`src/rtl/ext_bus_strobe_pkg.sv`:
```
package ext_bus_strobe_pkg;

    // Qualifiers captured once per machine cycle
    typedef struct packed {
        logic data_cyc;   // external data transfer in this cycle
        logic table_rd;   // code-table read in this cycle
        logic ext_fetch;  // executing from external code memory
        logic ale_off;    // software turn-off of the latch strobe
    } cyc_flags_t;

    localparam cyc_flags_t FLAGS_IDLE = '{data_cyc: 1'b0, table_rd: 1'b0,
                                          ext_fetch: 1'b0, ale_off: 1'b0};

endpackage

```
`src/rtl/ebs_phase_ctr.sv`:
```
module ebs_phase_ctr #(
    parameter int SLOT_LEN = 6,
    parameter int SLOTS    = 2,
    localparam int OFF_W   = (SLOT_LEN > 1) ? $clog2(SLOT_LEN) : 1,
    localparam int SLOT_W  = (SLOTS > 1) ? $clog2(SLOTS) : 1
) (
    input  logic              clk_i,
    input  logic              rst_i,
    output logic [OFF_W-1:0]  nxt_off_o,
    output logic [SLOT_W-1:0] nxt_slot_o,
    output logic              nxt_start_o
);
    localparam logic [OFF_W-1:0]  OFF_LAST  = OFF_W'(SLOT_LEN - 1);
    localparam logic [SLOT_W-1:0] SLOT_LAST = SLOT_W'(SLOTS - 1);

    typedef struct packed {
        logic [OFF_W-1:0]  off;
        logic [SLOT_W-1:0] slot;
    } pos_t;

    pos_t pos_d, pos_q;
    logic off_wrap;

    always_comb begin
        pos_d    = pos_q;
        off_wrap = (pos_q.off == OFF_LAST);
        if (off_wrap) begin
            pos_d.off = '0;
            if (pos_q.slot == SLOT_LAST) begin
                pos_d.slot = '0;
            end else begin
                pos_d.slot = pos_q.slot + 1'b1;
            end
        end else begin
            pos_d.off = pos_q.off + 1'b1;
        end
    end

    always_ff @(posedge clk_i) begin
        if (rst_i) begin
            pos_q <= '{off: OFF_LAST, slot: SLOT_LAST};
        end else begin
            pos_q <= pos_d;
        end
    end

    assign nxt_off_o   = pos_d.off;
    assign nxt_slot_o  = pos_d.slot;
    assign nxt_start_o = off_wrap && (pos_q.slot == SLOT_LAST);

endmodule

```
`src/rtl/ebs_cyc_latch.sv`:
```
module ebs_cyc_latch
    import ext_bus_strobe_pkg::*;
(
    input  logic       clk_i,
    input  logic       rst_i,
    input  logic       nxt_start_i,
    input  cyc_flags_t flags_i,
    output cyc_flags_t flags_nxt_o
);
    cyc_flags_t flags_d, flags_q;

    always_comb begin
        flags_d = flags_q;
        if (nxt_start_i) begin
            flags_d = flags_i;
        end
    end

    always_ff @(posedge clk_i) begin
        if (rst_i) begin
            flags_q <= FLAGS_IDLE;
        end else begin
            flags_q <= flags_d;
        end
    end

    assign flags_nxt_o = flags_d;

endmodule

```
`src/rtl/ebs_ale_gen.sv`:
```
module ebs_ale_gen
    import ext_bus_strobe_pkg::*;
#(
    parameter int SLOT_LEN  = 6,
    parameter int SLOTS     = 2,
    parameter int ALE_HIGH  = 2,
    parameter int SKIP_SLOT = 1,
    localparam int OFF_W    = (SLOT_LEN > 1) ? $clog2(SLOT_LEN) : 1,
    localparam int SLOT_W   = (SLOTS > 1) ? $clog2(SLOTS) : 1
) (
    input  logic              clk_i,
    input  logic              rst_i,
    input  logic [OFF_W-1:0]  nxt_off_i,
    input  logic [SLOT_W-1:0] nxt_slot_i,
    input  cyc_flags_t        flags_nxt_i,
    output logic              ale_o
);
    typedef struct packed {
        logic ale;
    } ale_st_t;

    ale_st_t st_d, st_q;
    logic    enabled, in_pulse, skipped;

    always_comb begin
        st_d     = st_q;
        enabled  = !flags_nxt_i.ale_off || flags_nxt_i.ext_fetch
                   || flags_nxt_i.data_cyc || flags_nxt_i.table_rd;
        in_pulse = (int'(nxt_off_i) < ALE_HIGH);
        skipped  = flags_nxt_i.data_cyc && (int'(nxt_slot_i) == SKIP_SLOT);
        if (!enabled) begin
            st_d.ale = 1'b1;
        end else begin
            st_d.ale = in_pulse && !skipped;
        end
    end

    always_ff @(posedge clk_i) begin
        if (rst_i) begin
            st_q <= '{ale: 1'b0};
        end else begin
            st_q <= st_d;
        end
    end

    assign ale_o = st_q.ale;

endmodule

```
`src/rtl/ebs_psen_gen.sv`:
```
module ebs_psen_gen
    import ext_bus_strobe_pkg::*;
#(
    parameter int SLOT_LEN  = 6,
    parameter int PSEN_LEAD = 3,
    parameter int PSEN_LOW  = 3,
    localparam int OFF_W    = (SLOT_LEN > 1) ? $clog2(SLOT_LEN) : 1
) (
    input  logic             clk_i,
    input  logic             rst_i,
    input  logic [OFF_W-1:0] nxt_off_i,
    input  cyc_flags_t       flags_nxt_i,
    output logic             psen_n_o
);
    typedef struct packed {
        logic psen_n;
    } psen_st_t;

    psen_st_t st_d, st_q;
    logic     in_win, fetching;

    always_comb begin
        st_d     = st_q;
        in_win   = (int'(nxt_off_i) >= PSEN_LEAD)
                   && (int'(nxt_off_i) < PSEN_LEAD + PSEN_LOW);
        fetching = flags_nxt_i.ext_fetch && !flags_nxt_i.data_cyc;
        st_d.psen_n = !(fetching && in_win);
    end

    always_ff @(posedge clk_i) begin
        if (rst_i) begin
            st_q <= '{psen_n: 1'b1};
        end else begin
            st_q <= st_d;
        end
    end

    assign psen_n_o = st_q.psen_n;

endmodule

```
`src/rtl/ext_bus_strobe.sv`:
```
module ext_bus_strobe
    import ext_bus_strobe_pkg::*;
#(
    parameter int OSC_PER_MCYC = 12,
    parameter int SLOTS        = 2,
    parameter int ALE_HIGH     = 2,
    parameter int SKIP_SLOT    = 1,
    parameter int PSEN_LEAD    = 3,
    parameter int PSEN_LOW     = 3
) (
    input  logic clk_i,
    input  logic rst_i,
    input  logic data_cyc_i,
    input  logic table_rd_i,
    input  logic ext_fetch_i,
    input  logic ale_off_i,
    output logic ale_o,
    output logic psen_n_o
);
    localparam int SLOT_LEN = OSC_PER_MCYC / SLOTS;
    localparam int OFF_W    = (SLOT_LEN > 1) ? $clog2(SLOT_LEN) : 1;
    localparam int SLOT_W   = (SLOTS > 1) ? $clog2(SLOTS) : 1;

    logic [OFF_W-1:0]  nxt_off;
    logic [SLOT_W-1:0] nxt_slot;
    logic              nxt_start;
    cyc_flags_t        flags_in, flags_nxt;

    assign flags_in = '{data_cyc: data_cyc_i, table_rd: table_rd_i,
                        ext_fetch: ext_fetch_i, ale_off: ale_off_i};

    ebs_phase_ctr #(.SLOT_LEN(SLOT_LEN), .SLOTS(SLOTS)) u_ctr (
        .clk_i      (clk_i),
        .rst_i      (rst_i),
        .nxt_off_o  (nxt_off),
        .nxt_slot_o (nxt_slot),
        .nxt_start_o(nxt_start)
    );

    ebs_cyc_latch u_flags (
        .clk_i      (clk_i),
        .rst_i      (rst_i),
        .nxt_start_i(nxt_start),
        .flags_i    (flags_in),
        .flags_nxt_o(flags_nxt)
    );

    ebs_ale_gen #(
        .SLOT_LEN (SLOT_LEN),
        .SLOTS    (SLOTS),
        .ALE_HIGH (ALE_HIGH),
        .SKIP_SLOT(SKIP_SLOT)
    ) u_ale (
        .clk_i      (clk_i),
        .rst_i      (rst_i),
        .nxt_off_i  (nxt_off),
        .nxt_slot_i (nxt_slot),
        .flags_nxt_i(flags_nxt),
        .ale_o      (ale_o)
    );

    ebs_psen_gen #(
        .SLOT_LEN (SLOT_LEN),
        .PSEN_LEAD(PSEN_LEAD),
        .PSEN_LOW (PSEN_LOW)
    ) u_psen (
        .clk_i      (clk_i),
        .rst_i      (rst_i),
        .nxt_off_i  (nxt_off),
        .flags_nxt_i(flags_nxt),
        .psen_n_o   (psen_n)
    );

    logic psen_n;
    assign psen_n_o = psen_n;

endmodule

```
`config.mk`:
```
export PLATFORM = sky130hd
export DESIGN_NAME = ext_bus_strobe
export DESIGN_NICKNAME = d
export VERILOG_FILES = /design/src/rtl/ext_bus_strobe_pkg.sv /design/src/rtl/ebs_phase_ctr.sv /design/src/rtl/ebs_cyc_latch.sv /design/src/rtl/ebs_ale_gen.sv /design/src/rtl/ebs_psen_gen.sv /design/src/rtl/ext_bus_strobe.sv
export SDC_FILE = /design/constraint.sdc
export NUM_CORES = 1
export LEC_CHECK = 0
export ABC_AREA = 0
export BUFFER_PORTS_ARGS = -buffer_cell sky130_fd_sc_hd__buf_4
export CAP_MARGIN = 20
export CORE_AREA = 5 5 42 44
export CTS_CLUSTER_DIAMETER = 40
export DETAILED_ROUTE_END_ITERATION = 6
export DIE_AREA = 0 0 47 49
export GPL_TIMING_DRIVEN = 0
export RECOVER_POWER = 50
export SLEW_MARGIN = 20
export SYNTH_ARGS = -nofsm -noshare
export SYNTH_HDL_FRONTEND = slang
export SYNTH_SLANG_ARGS = --single-unit
```
`constraint.sdc`:
```
create_clock -name clk_i -period 4.5 [get_ports clk_i]
set_clock_uncertainty 0.15 [all_clocks]
set_input_delay 0.675 -clock clk_i [delete_from_list [all_inputs] [get_ports clk_i]]
set_output_delay 0.675 -clock clk_i [all_outputs]
set_load 0.01 [all_outputs]
```
## Word level (Yosys, flattened, before mapping)

Index checks and enable logic that the tools add are counted.

| cells by class | value |
|---|---|
| muxes and demuxes | 5 |
| order comparisons | 3 |
| eq/ne operators | 1 |
| add/subtract/negate cells | 2 |
| reduce and logical (&&, ||, !) cells | 13 |

Operator list:

| operator | count |
|---|---|
| 1-bit logical AND | 6 |
| 1-bit zero test | 4 |
| 4-bit two-way mux | 1 |
| 3-bit by 1-bit adder with 3-bit output, second input constant | 1 |
| 3-bit == test, second input constant | 1 |
| 3-bit by 2-bit >= comparator with 1-bit output, second input constant | 1 |
| 1-bit logical OR | 3 |
| 3-bit by 2-bit < comparator with 1-bit output, second input constant | 1 |
| 3-bit < comparator, second input constant | 1 |
| 1-bit two-way mux | 3 |
| 3-bit two-way mux | 1 |
| 1-bit adder, second input constant | 1 |

| storage, ports and cells | value |
|---|---|
| input port bits | 6 |
| logic and storage cells | 32 |
| output and inout bits | 2 |
| register bits | 10 |

## Logic depth before layout (Yosys ltp)

| depth | value |
|---|---|
| depth after elaboration | 8 |
| depth in mapped cells | 7 |
| depth with buffers taken out | 6 |

## By module

Synthesis repeated with hierarchy kept, for this count alone.

| second synthesis, totals | value |
|---|---|
| cells, all modules | 41 |
| area total of the unflattened synthesis | 430.4 um^2 |

Modules (own cells, without submodules):

| module | seq. area each (um^2) | times used | area an instance (um^2) | cells each |
|---|---|---|---|---|
| ebs_phase_ctr | 80.1 | 1 | 177.7 | 19 |
| ebs_cyc_latch | 80.1 | 1 | 150.1 | 12 |
| ebs_ale_gen | 20.0 | 1 | 51.3 | 5 |
| ebs_psen_gen | 20.0 | 1 | 51.3 | 5 |

## Worst setup path before layout

OpenSTA, ideal clock, no wires.

| timing path | value |
|---|---|
| path kind | reg-to-reg |
| start | register u_ctr.pos_q[1] in the netlist's numbering |
| end | register u_ale.st_q, in the netlist u_ale.ale_o |
| setup time | 0.058 ns |
| arrival time | 1.489 ns |
| setup slack | 2.803 ns |
| period minus slack after synthesis | 1.697 ns |
| required time | 4.292 ns |
| path buffers | 1 |
| stages on the path, launching flop included | 8 |
| cell sequence | dfxtp_1 > nand2_1 > nor2_1 > ha_1 > buf_6 > or3b_1 > a211oi_2 > o22a_1 |

| between the ends | value |
|---|---|
| word-level cells in the longest chain between the ends | 8 |
| elaborated cells between the ends (all ways) | 15 |
| classes of those cells | add/sub (1); order compare (1); eq/ne (1); mux (4); reduce/logical (8) |

RTL lines:

| what | RTL line | source |
|---|---|---|
| start, declared | ebs_phase_ctr.sv:21 | `pos_t pos_d, pos_q;` |
| start signal, assigned | ebs_phase_ctr.sv:41 | `pos_q <= '{off: OFF_LAST, slot: SLOT_LAST};` |
| start signal, assigned | ebs_phase_ctr.sv:43 | `pos_q <= pos_d;` |
| parallel branches: the longest is 7 deep, another holds 3-bit by 1-bit adder with 3-bit output | n/a |  |
| 1-bit two-way mux (*) | ebs_ale_gen.sv:31 | `if (!enabled) begin` |
| end signal, assigned | ebs_ale_gen.sv:40 | `st_q <= '{ale: 1'b0};` |
| end signal, assigned | ebs_ale_gen.sv:42 | `st_q <= st_d;` |
| end, declared | ebs_ale_gen.sv:22 | `ale_st_t st_d, st_q;` |

Mark *: on every way between the ends.
A chain may end at the register's enable or synchronous reset.

## Final worst setup path

Same ends and word-level chain as after synthesis.

==> key figures <==
Floorplan
  – Die Span Y: 49 µm
  – DIE WIDTH: 47 µm
  – Rows: 14
  – Core area: 1400 µm²
  – Ports: 8
  – Die Footprint: 2300 µm²
  – Starting Density: 29.8%

Power
  – Comb power frac: 18.2%
  – Worst VDD drop: 178 µV
  – Sw Share: 24.2%
  – Clock power frac: 29.5%
  – Pwr dens: 391 nW/µm²
  – Cell internal pwr: 147 µW
  – Leakage: 0.203 nW
  – NetSw: 47.0 µW
  – Seq pwr share: 52.3%

Layout
  – Area occupied by multi-input gates: 198 µm²
  – Filler Cells Inserted: 158
  – Area Growth Syn to Fin: 18.9%
  – Nets@finish: 59
  – Post-route insts no fill: 66
  – Reg area: 200 µm²
  – Inserted Diodes: 0
  – Share of post-route cells with drive strength above 1: 22.0%

Clock network
  – Resize count post-CTS: 0
  – Num CTS Buffers: 3
  – CTS tree: done
  – # hold bufs at CTS: 0
  – Clock root buffer: clkbuf_4
  – Clk sink count: 10
  – Htree depth: 1
  – Later-pin clock latency in the skew report: 0.25 ns
  – Post-CTS Setup Bufs: 0
  – Clock buffer depth: 2
  – Clk slew on worst S/H paths: 0.06 ns

Worst hold path
  – Hold depth: 1
  – Worst hold endpoint: u_ctr.pos_q[1]$_SDFF_PP1_
  – Critical hold path startpoint: u_ctr.pos_q[1]$_SDFF_PP1_
  – Hold crit path type: reg2reg

Timing
  – RSZ-0062 raised after global routing: false
  – Worst hold slack: 0.310 ns
  – Period utilization: 41.4%
  – Worst Tran Pin Value: 0.422 ns
  – Slew margin rel.: 71.8%
  – Final critical-path required period: 1.86 ns
  – Final hold violation count: 0
  – Worst setup margin: 2.64 ns
  – Final setup violating endpoints: 0
  – Fmax: 0.536 GHz
  – Max Slew Vio Count: 0
  – Setup TNS: 0 ns

Yosys
  – Synthesized instance count: 41
  – EDFF count, synth: 0
  – Syn Area/Cell: 10.2 µm²
  – Synthesized Nets: 48
  – Register area share after synthesis: 47.9%
  – Mux cell area share after synthesis: 12.0%
  – Ys async rst share: 0%
  – Simple-gate share of the synthesized area: 23.7%
  – Post-synth top cells: 10 x dfxtp_1, 6 x nor2_1, 5 x mux2i_1
  – Leading area contributor after synthesis: dfxtp_1
  – Top FF cell, synth: dfxtp_1
  – Post-synthesis xor/xnor area fraction: 0%
  – Number of warnings issued by yosys: 0
  – Post-synthesis compound-gate area fraction: 8.68%
  – Largest family of logic cells by synthesized area: simple AND/OR/NAND/NOR gates
  – Adder-cell area share of the yosys netlist: 2.99%
  – Mapped Area: 418 µm²
  – Synth top area cells: dfxtp_1 48%, mux2i_1 12%, nor2_1 5.4%
  – Count leader, synth: dfxtp_1
  – Post-synthesis sequential element count: 10
  – Yosys top cell area share: 47.9%
  – Synth unique cells: 19

Place
  – Routability cong.: 0.618
  – Port bufs: 6
  – Placed Cells: 63
  – HPWL after detailed placement: 506 µm
  – Setup WS pre-CTS: 2.64 ns

Critical path
  – RR Startpoint: u_ctr.pos_q[1]$_SDFF_PP1_
  – CP peak stage delay: 0.41 ns
  – Setup slack, reg-to-reg: 2.64 ns
  – Worst-path maximum fanout: 7
  – CP arrival: 1.92 ns
  – Worst path slowest cell: dfxtp_1
  – Worst setup SP type: register
  – Critical path required time: 4.55 ns
  – Crit path kind: reg2reg
  – FF-to-FF path depth: 7
  – Worst Setup End Kind: register
  – Critical path cell sequence: nand2_1 > nor2_1 > ha_1 > buf_6 > or3b_1 > a211oi_2 > o22a_1
  – RR Endpoint: u_ale.ale_o$_SDFF_PP0_

Routing
  – Drt total wl: 676 µm
  – Antenna Nets Post-Route: 0
  – WL/cell: 10.2 µm
  – Avg Vias per Cell: 4.44
  – Via count: 293
  – Router iterations before antenna repair: 2
  – Drc violations: 0
  – DRC marker count from the first detailed-route iteration: 2

Global route
  – GRT Total Usage: 7.13%
  – Vias in the first global route: 270
  – Pin count of the biggest net entering global routing: 11
  – First-pass GRT wire length: 1.17 mm
  – Initial antenna violation count: 0
  – Remaining Overflow, GRT: 0

Job
  – Maxcap violations: 0

Outcome
  – Status: complete, no violations
==> final cells by class <==
class	instances	area share, %
Buffer	2	3.02
Clock buffer	3	4.53
Inverter	1	0.756
Multi-Input combinational cell	28	39.8
Sequential cell	10	40.3
Tap cell	16	4.03
Timing Repair Buffer	6	7.56
==> power groups by stage <==
| stage | clock [mW] | sequential, mW | combinational, mW |
|---|---|---|---|
| after floorplan | 0 | 0.104 | 0.0272 |
| after global placement | 0 | 0.103 | 0.0367 |
| after detailed placement | 0 | 0.104 | 0.0369 |
| after CTS | 0.0620 | 0.102 | 0.0373 |
| after global routing | 0.0657 | 0.103 | 0.0392 |
| final | 0.0572 | 0.102 | 0.0352 |
==> stage by stage <==
step	cell area (µm²)	util [%]	total power [mW]
2_1_floorplan	418	-	0.131
3_3_place_gp	483	34.5	0.140
3_5_place_dp	483	34.5	0.141
4_1_cts	505	36.1	0.201
5_1_grt	497	35.4	0.207
6_report	497	35.4	0.194
==> layer usage <==
metal	track usage [%]	share of wire [%]	vias to the layer above
met2	9.05	42	8
li1	-	-	161
met1	9.53	50	124
met5	0	0	-
met4	1.38	0	0
met3	5.54	8.1	0
==> sequential cells by signal, summed over array words and instances (netlist names) <==
register / flops
u_ctr.pos_q: 4
u_ale.ale_o: 1
u_psen.psen_n_o: 1
u_flags.flags_q: 4
==> worst max path at each step <==
stage                                          from                      to  slack (ns)
after detailed placement  u_ctr.pos_q[1]$_SDFF_PP1_  u_ale.ale_o$_SDFF_PP0_        2.64
after CTS                 u_ctr.pos_q[1]$_SDFF_PP1_  u_ale.ale_o$_SDFF_PP0_        2.61
after floorplan           u_ctr.pos_q[1]$_SDFF_PP1_  u_ale.ale_o$_SDFF_PP0_        2.80
final                     u_ctr.pos_q[1]$_SDFF_PP1_  u_ale.ale_o$_SDFF_PP0_        2.64
after global routing      u_ctr.pos_q[1]$_SDFF_PP1_  u_ale.ale_o$_SDFF_PP0_        2.50
after global placement    u_ctr.pos_q[1]$_SDFF_PP1_  u_ale.ale_o$_SDFF_PP0_        2.67
==> cells in the final DEF (no fill, tap or decap), drive strengths merged, types with 2 or more instances in the layout <==
cell type,n
buf,5
or3,2
dfxtp,10
clkbuf,6
mux2i,5
nand2b,2
a21oi,3
nand3b,2
nor2,6
==> worst max-delay path, delay by kind of cell, from the launching register on <==
family / cells / cell delay [ns]
simple gates: 3 / 0.60
flops: 1 / 0.41
compound gates: 2 / 0.36
fa+ha+maj: 1 / 0.17
buf+inv: 1 / 0.13
==> logic make-up (layout without fill, tap and decap cells) <==
logic type	count (synthesis)	count (layout)
simple gates	17	17
flops	10	10
compound gates	5	5
mux	5	5
buf+inv	3	12
fa+ha+maj	1	1
Note: power is estimated with default switching activity, not from simulation.
